**src/rtl/lpt_pkg.sv**
```systemverilog
package lpt_pkg;
  typedef enum logic [1:0] {
    ST_IDLE   = 2'd0,
    ST_SETUP  = 2'd1,
    ST_STROBE = 2'd2,
    ST_ACKW   = 2'd3
  } lpt_state_e;

  // shortest strobe the port ever produces, in clocks
  localparam int unsigned LPT_MIN_STROBE = 4;
endpackage

```
**src/rtl/lpt_sync.sv**
```systemverilog
module lpt_sync #(
  parameter int unsigned N       = 2,
  parameter int unsigned STAGES  = 2,
  parameter logic [N-1:0] RST_VAL = '0
) (
  input  logic         clk,
  input  logic         rst_n,
  input  logic [N-1:0] d,
  output logic [N-1:0] q
);
  logic [N-1:0] chain [STAGES];

  for (genvar s = 0; s < STAGES; s++) begin : g_stage
    always_ff @(posedge clk or negedge rst_n) begin
      if (!rst_n) chain[s] <= RST_VAL;
      else if (s == 0) chain[s] <= d;
      else chain[s] <= chain[(s == 0) ? 0 : s-1];
    end
  end

  assign q = chain[STAGES-1];
endmodule

```
**src/rtl/lpt_phase_cnt.sv**
```systemverilog
module lpt_phase_cnt #(
  parameter int unsigned W = 7
) (
  input  logic         clk,
  input  logic         rst_n,
  input  logic         load,
  input  logic [W-1:0] load_val,
  output logic         zero
);
  logic [W-1:0] cnt_q;

  always_ff @(posedge clk or negedge rst_n) begin
    if (!rst_n) cnt_q <= '0;
    else if (load) cnt_q <= load_val;
    else if (cnt_q != '0) cnt_q <= cnt_q - W'(1);
  end

  assign zero = (cnt_q == '0);
endmodule

```
**src/rtl/lpt_wdog.sv**
```systemverilog
module lpt_wdog #(
  parameter int unsigned W = 16
) (
  input  logic         clk,
  input  logic         rst_n,
  input  logic         waiting,
  input  logic [W-1:0] limit,
  input  logic         clr,
  output logic         trip,
  output logic         err
);
  logic [W-1:0] cnt_q;

  assign trip = waiting && (limit != '0) && (cnt_q == limit - W'(1));

  always_ff @(posedge clk or negedge rst_n) begin
    if (!rst_n) cnt_q <= '0;
    else if (!waiting) cnt_q <= '0;
    else if (cnt_q != '1) cnt_q <= cnt_q + W'(1);
  end

  // a trip in the same cycle as a clear wins
  always_ff @(posedge clk or negedge rst_n) begin
    if (!rst_n) err <= 1'b0;
    else if (trip) err <= 1'b1;
    else if (clr) err <= 1'b0;
  end
endmodule

```
**src/rtl/lpt_xmit.sv**
```systemverilog
module lpt_xmit
  import lpt_pkg::*;
#(
  parameter int unsigned DW          = 8,
  parameter int unsigned TW          = 7,
  parameter int unsigned TOW         = 16,
  parameter int unsigned SYNC_STAGES = 2
) (
  input  logic          clk,
  input  logic          rst_n,
  input  logic          cfg_run,
  input  logic          cfg_reverse,
  input  logic [TW-1:0] cfg_setup,
  input  logic [TW-1:0] cfg_strobe,
  input  logic          cfg_use_ack,
  input  logic          cfg_use_busy,
  input  logic [TOW-1:0] cfg_timeout,
  input  logic [2:0]    cfg_oe,
  input  logic          err_clr,
  input  logic          in_valid,
  output logic          in_ready,
  input  logic [DW-1:0] in_data,
  output logic [DW-1:0] pd_out,
  output logic          strobe_n,
  input  logic          ack_n,
  input  logic          busy,
  output logic          oe_strobe,
  output logic          oe_ack,
  output logic          oe_busy,
  output logic          hs_err
);
  localparam logic [TW-1:0] MIN_W = TW'(LPT_MIN_STROBE);

  lpt_state_e state_q, state_d;
  logic ack_s, busy_s, ack_prev, ack_fall, ack_seen;
  logic busy_block, allowed, take;
  logic ph_load, ph_zero;
  logic [TW-1:0] ph_val, stb_len;
  logic wd_wait, wd_trip;

  lpt_sync #(.N(2), .STAGES(SYNC_STAGES), .RST_VAL(2'b01)) u_sync (
    .clk(clk), .rst_n(rst_n), .d({busy, ack_n}), .q({busy_s, ack_s})
  );

  always_ff @(posedge clk or negedge rst_n) begin
    if (!rst_n) ack_prev <= 1'b1;
    else ack_prev <= ack_s;
  end
  assign ack_fall = ack_prev & ~ack_s;

  assign busy_block = cfg_use_busy & busy_s;
  assign allowed    = cfg_run & ~cfg_reverse & ~hs_err;
  assign in_ready   = (state_q == ST_IDLE) & allowed & ~busy_block;
  assign take       = in_ready & in_valid;
  assign stb_len    = (cfg_strobe < MIN_W) ? MIN_W : cfg_strobe;

  lpt_phase_cnt #(.W(TW)) u_phase (
    .clk(clk), .rst_n(rst_n), .load(ph_load), .load_val(ph_val), .zero(ph_zero)
  );

  assign wd_wait = (state_q == ST_ACKW) |
                   ((state_q == ST_IDLE) & allowed & busy_block & in_valid);

  lpt_wdog #(.W(TOW)) u_wdog (
    .clk(clk), .rst_n(rst_n), .waiting(wd_wait), .limit(cfg_timeout),
    .clr(err_clr), .trip(wd_trip), .err(hs_err)
  );

  always_comb begin
    state_d = state_q;
    ph_load = 1'b0;
    ph_val  = stb_len - TW'(1);
    unique case (state_q)
      ST_IDLE: if (take) begin
        ph_load = 1'b1;
        if (cfg_setup == '0) begin
          state_d = ST_STROBE;
        end else begin
          state_d = ST_SETUP;
          ph_val  = cfg_setup - TW'(1);
        end
      end
      ST_SETUP: if (ph_zero) begin
        state_d = ST_STROBE;
        ph_load = 1'b1;
      end
      ST_STROBE: if (ph_zero) begin
        if (cfg_use_ack && !ack_seen && !ack_fall) state_d = ST_ACKW;
        else state_d = ST_IDLE;
      end
      ST_ACKW: if (ack_fall || wd_trip) state_d = ST_IDLE;
      default: state_d = ST_IDLE;
    endcase
  end

  always_ff @(posedge clk or negedge rst_n) begin
    if (!rst_n) begin
      state_q  <= ST_IDLE;
      pd_out   <= '0;
      ack_seen <= 1'b0;
    end else begin
      state_q <= state_d;
      if (take) begin
        pd_out   <= in_data;
        ack_seen <= 1'b0;
      end else if (ack_fall && (state_q == ST_STROBE || state_q == ST_ACKW)) begin
        ack_seen <= 1'b1;
      end
    end
  end

  assign strobe_n = (state_q != ST_STROBE);

  always_ff @(posedge clk or negedge rst_n) begin
    if (!rst_n) {oe_busy, oe_ack, oe_strobe} <= 3'b000;
    else {oe_busy, oe_ack, oe_strobe} <= cfg_oe;
  end
endmodule

```
**config.mk**
```make
export PLATFORM = sky130hd
export DESIGN_NAME = lpt_xmit
export DESIGN_NICKNAME = d
export VERILOG_FILES = /design/src/rtl/lpt_pkg.sv /design/src/rtl/lpt_sync.sv /design/src/rtl/lpt_phase_cnt.sv /design/src/rtl/lpt_wdog.sv /design/src/rtl/lpt_xmit.sv
export SDC_FILE = /design/constraint.sdc
export NUM_CORES = 1
export LEC_CHECK = 0
export CORE_ASPECT_RATIO = 1.1
export CORE_UTILIZATION = 30
export DETAILED_ROUTE_END_ITERATION = 10
export DONT_BUFFER_PORTS = 1
export PLACE_DENSITY_LB_ADDON = 0.1
export SKIP_CTS_REPAIR_TIMING = 1
export SLEW_MARGIN = 30
export SYNTH_ARGS = -nofsm -noshare
export SYNTH_HDL_FRONTEND = slang
export SYNTH_SLANG_ARGS = --single-unit
```
**constraint.sdc**
```tcl
create_clock -name clk -period 3.78 [get_ports clk]
set_input_delay 0.567 -clock clk [delete_from_list [all_inputs] [get_ports clk]]
set_output_delay 0.567 -clock clk [all_outputs]
set_load 0.02 [all_outputs]
```
==> flow_summary.ini <==
[logic_synthesis]
synth_nets = 383
seq_area_frac_synth = 0.388
syn_area_per_cell_um2 = 8.55
synth-edff-count = 0
ys_types = 53
synthesis.area_mm2 = 0.00279
ys.flop_type = dfrtp_1
async_reset_ff_frac = 1.00
ys_warn_count = 0
syn_inst = 326
ys_ff_latch = 43

[worst_setup_path]
rrSetupSlack_ns = 1.42
critPathLaunchType = primary input
reg2reg_to = u_phase.cnt_q[1]$_DFFE_PN0P_
worstRegToRegCells = 6
worstSetupEndpointType = flop
worstPathArrival_ns = 2.56
worstSetupStartpoint = cfg_timeout[0]
critPathKind = primary input to flop
crit_required_ns = 3.95
path_max_fanout = 11
r2r-start = state_q[0]$_DFFE_PN0P_

[flow_run]
cap_violations = 0

[global_route]
grt.total_usage = 0.140
grt_first_pass_wirelength_um = 10600
grt_pass1_vias = 2221
grt_antenna_before_repair = 0
gr-total-overflow = 0
grt_max_degree = 44

[cells_and_area]
design.final.nets = 384
stdcell_count = 442
syn_to_final_growth_pct = 8.67
final_common_cell = nand2_1
mostFrequentLayoutCells = 47 x nand2_1, 40 x dfrtp_1, 31 x nor2_1
diodes = 0
drive_gt1_frac = 0.0823

[drt]
drc = 0
wl_per_cell_um = 14.7
num_vias = 2309
vias_per_cell = 5.22
dr.pass1.iters = 4
drt_iter0_drc = 72
drt-total-wl_um = 6490
antenna_left = 0

[clock_network]
ctsHtreeMaxLevel = 2
clock_path_buffers = 2
cts-root-buf = clkbuf_8
clock_sinks = 43
numCtsBuffers = 5
clkTransAtPathRegs_ns = 0.08
clk_latency_ns = 0.29
cts_tree = yes

[floorplanning]
die-height_um = 103
initial_utilization = 0.312
die_area_mm2 = 0.00968
coreArea_mm2 = 0.00892
num_rows = 36
die_w_um = 93.9
pin_count = 65

[placed_design]
io_buffers = 0
place_ws_ns = 1.09
place.detailed.hpwl_um = 4800
place_inst = 433
place.gp.congestion = 0.827

[outcome]
outcome = complete, no violations

[power_and_ir_drop]
p_leak_uw = 0.00121
clockPowerShare = 0.220
combPwrFrac = 0.242
ir_drop_v = 0.000239
swShare = 0.364
total_power_uw = 1320
switching_power_uw = 481
seqPwrFrac = 0.538
power.density_mw_per_mm2 = 436
p_int_uw = 839

[timing]
fin_skew_ns = 0.00731
timing.final.hold_violations = 0
post-route-period-util = 0.632
holdWs_ns = 0.103
worst_pin_slew_ns = 0.589
fmax_mhz = 419
drv_slew = 0
rsz0062_at_grt = false
slew_headroom = 0.604
setup_viol = 0
finalSetupTns_ns = 0
fin_crit_ns = 2.39
worst_slack_ns = 1.39

[min_path]
hold_path.class = primary input to asynchronous set/reset pin
## area by class of cell
| cell class | instances | area [um^2] |
|---|---|---|
| clock inverter | 2 | 12.5 |
| fill | 978 | 5890 |
| tap | 114 | 143 |
| inverter | 15 | 56.3 |
| sequential | 43 | 1080 |
| multi-input combinational | 258 | 1610 |
| clock buffer | 6 | 72.6 |
| timing repair buffer | 4 | 50.0 |
## worst max path at each step
stage                     slack [ns]                      endpoint  depth (start not counted)
final                           1.39        state_q[0]$_DFFE_PN0P_                          9
after global routing            1.23        state_q[0]$_DFFE_PN0P_                          9
after global placement          1.12        state_q[0]$_DFFE_PN0P_                          9
after floorplan                 1.25  u_phase.cnt_q[4]$_DFFE_PN0P_                          8
after detailed placement        1.09        state_q[0]$_DFFE_PN0P_                          9
after CTS                       1.35  u_phase.cnt_q[1]$_DFFE_PN0P_                          6
## critical path, stage by stage
cell and delay, ns:
inv_1 0.03, ha_1 0.33, nor2b_1 0.18, or3_1 0.33
a31o_2 0.23, nor4_1 0.40, nand4_2 0.19, o211ai_2 0.20
o211ai_1 0.09
## cells in the mapped netlist, types with 2 or more instances
| cell type | count | share of area |
|---|---|---|
| clkbuf_1 | 7 | 0.0094 |
| nor2_1 | 31 | 0.042 |
| and3_1 | 7 | 0.016 |
| a41oi_1 | 2 | 0.0063 |
| dfstp_2 | 3 | 0.028 |
| o31ai_1 | 3 | 0.0081 |
| a31oi_1 | 4 | 0.0090 |
| inv_1 | 15 | 0.020 |
| buf_2 | 2 | 0.0036 |
| xor2_1 | 19 | 0.060 |
| o21ai_0 | 12 | 0.022 |
| nor3_1 | 16 | 0.029 |
| a211oi_1 | 2 | 0.0054 |
| and2_1 | 2 | 0.0045 |
| nand2b_1 | 2 | 0.0045 |
| xnor2_1 | 20 | 0.063 |
| nor2b_1 | 3 | 0.0067 |
| or4_1 | 2 | 0.0054 |
| and4_1 | 2 | 0.0063 |
| ha_1 | 6 | 0.027 |
| a21oi_1 | 9 | 0.016 |
| a22oi_1 | 2 | 0.0054 |
| nand3_1 | 14 | 0.025 |
| dfrtp_1 | 40 | 0.36 |
| nand4_1 | 4 | 0.0090 |
| nand3b_1 | 5 | 0.013 |
| mux2_2 | 2 | 0.0081 |
| nor4_1 | 8 | 0.018 |
| o211ai_1 | 8 | 0.022 |
| or3_1 | 5 | 0.011 |
| nand2_1 | 47 | 0.063 |
## per-stage QoR
step                area (um^2)  utilization
detailed placement         2910        0.326
floorplan                  2790            -
CTS                        3000        0.336
global placement           2910        0.326
global route               3030        0.340
finish                     3030        0.340
## power by group through the flow
| stage | registers (uW) | clock network, uW | logic (uW) |
|---|---|---|---|
| floorplan | 688 | 0 | 267 |
| global placement | 718 | 0 | 306 |
| detailed placement | 716 | 0 | 311 |
| CTS | 710 | 309 | 311 |
| global route | 723 | 328 | 363 |
| finish | 710 | 291 | 319 |
## cell families (layout without fill, tap and decap cells)
logic type | after synthesis | in the layout | synth area share
fa+ha+maj | 6 | 6 | 0.0269
buf+inv | 25 | 27 | 0.0350
simple gates | 157 | 157 | 0.286
xor+xnor | 39 | 39 | 0.123
mux | 2 | 2 | 0.00808
flops | 43 | 43 | 0.388
compound gates | 54 | 54 | 0.133
## flip-flops by register name (all words and copies together), names as in the netlist
name	cells
oe_ack	1
pd_out	8
oe_strobe	1
u_wdog.err	1
u_sync.q	2
oe_busy	1
u_phase.cnt_q	7
state_q	2
u_sync.chain	2
ack_prev	1
ack_seen	1
u_wdog.cnt_q	16
## per-layer routing
layer  wire (um)  vias to the layer above  global-route usage
met4          53                        0              0.0391
met5           0                        -                   0
met1        2980                     1075               0.174
li1            -                     1159                   -
met3         476                        4              0.0383
met2        2980                       71               0.240
Power figures use the tool's default switching activity.
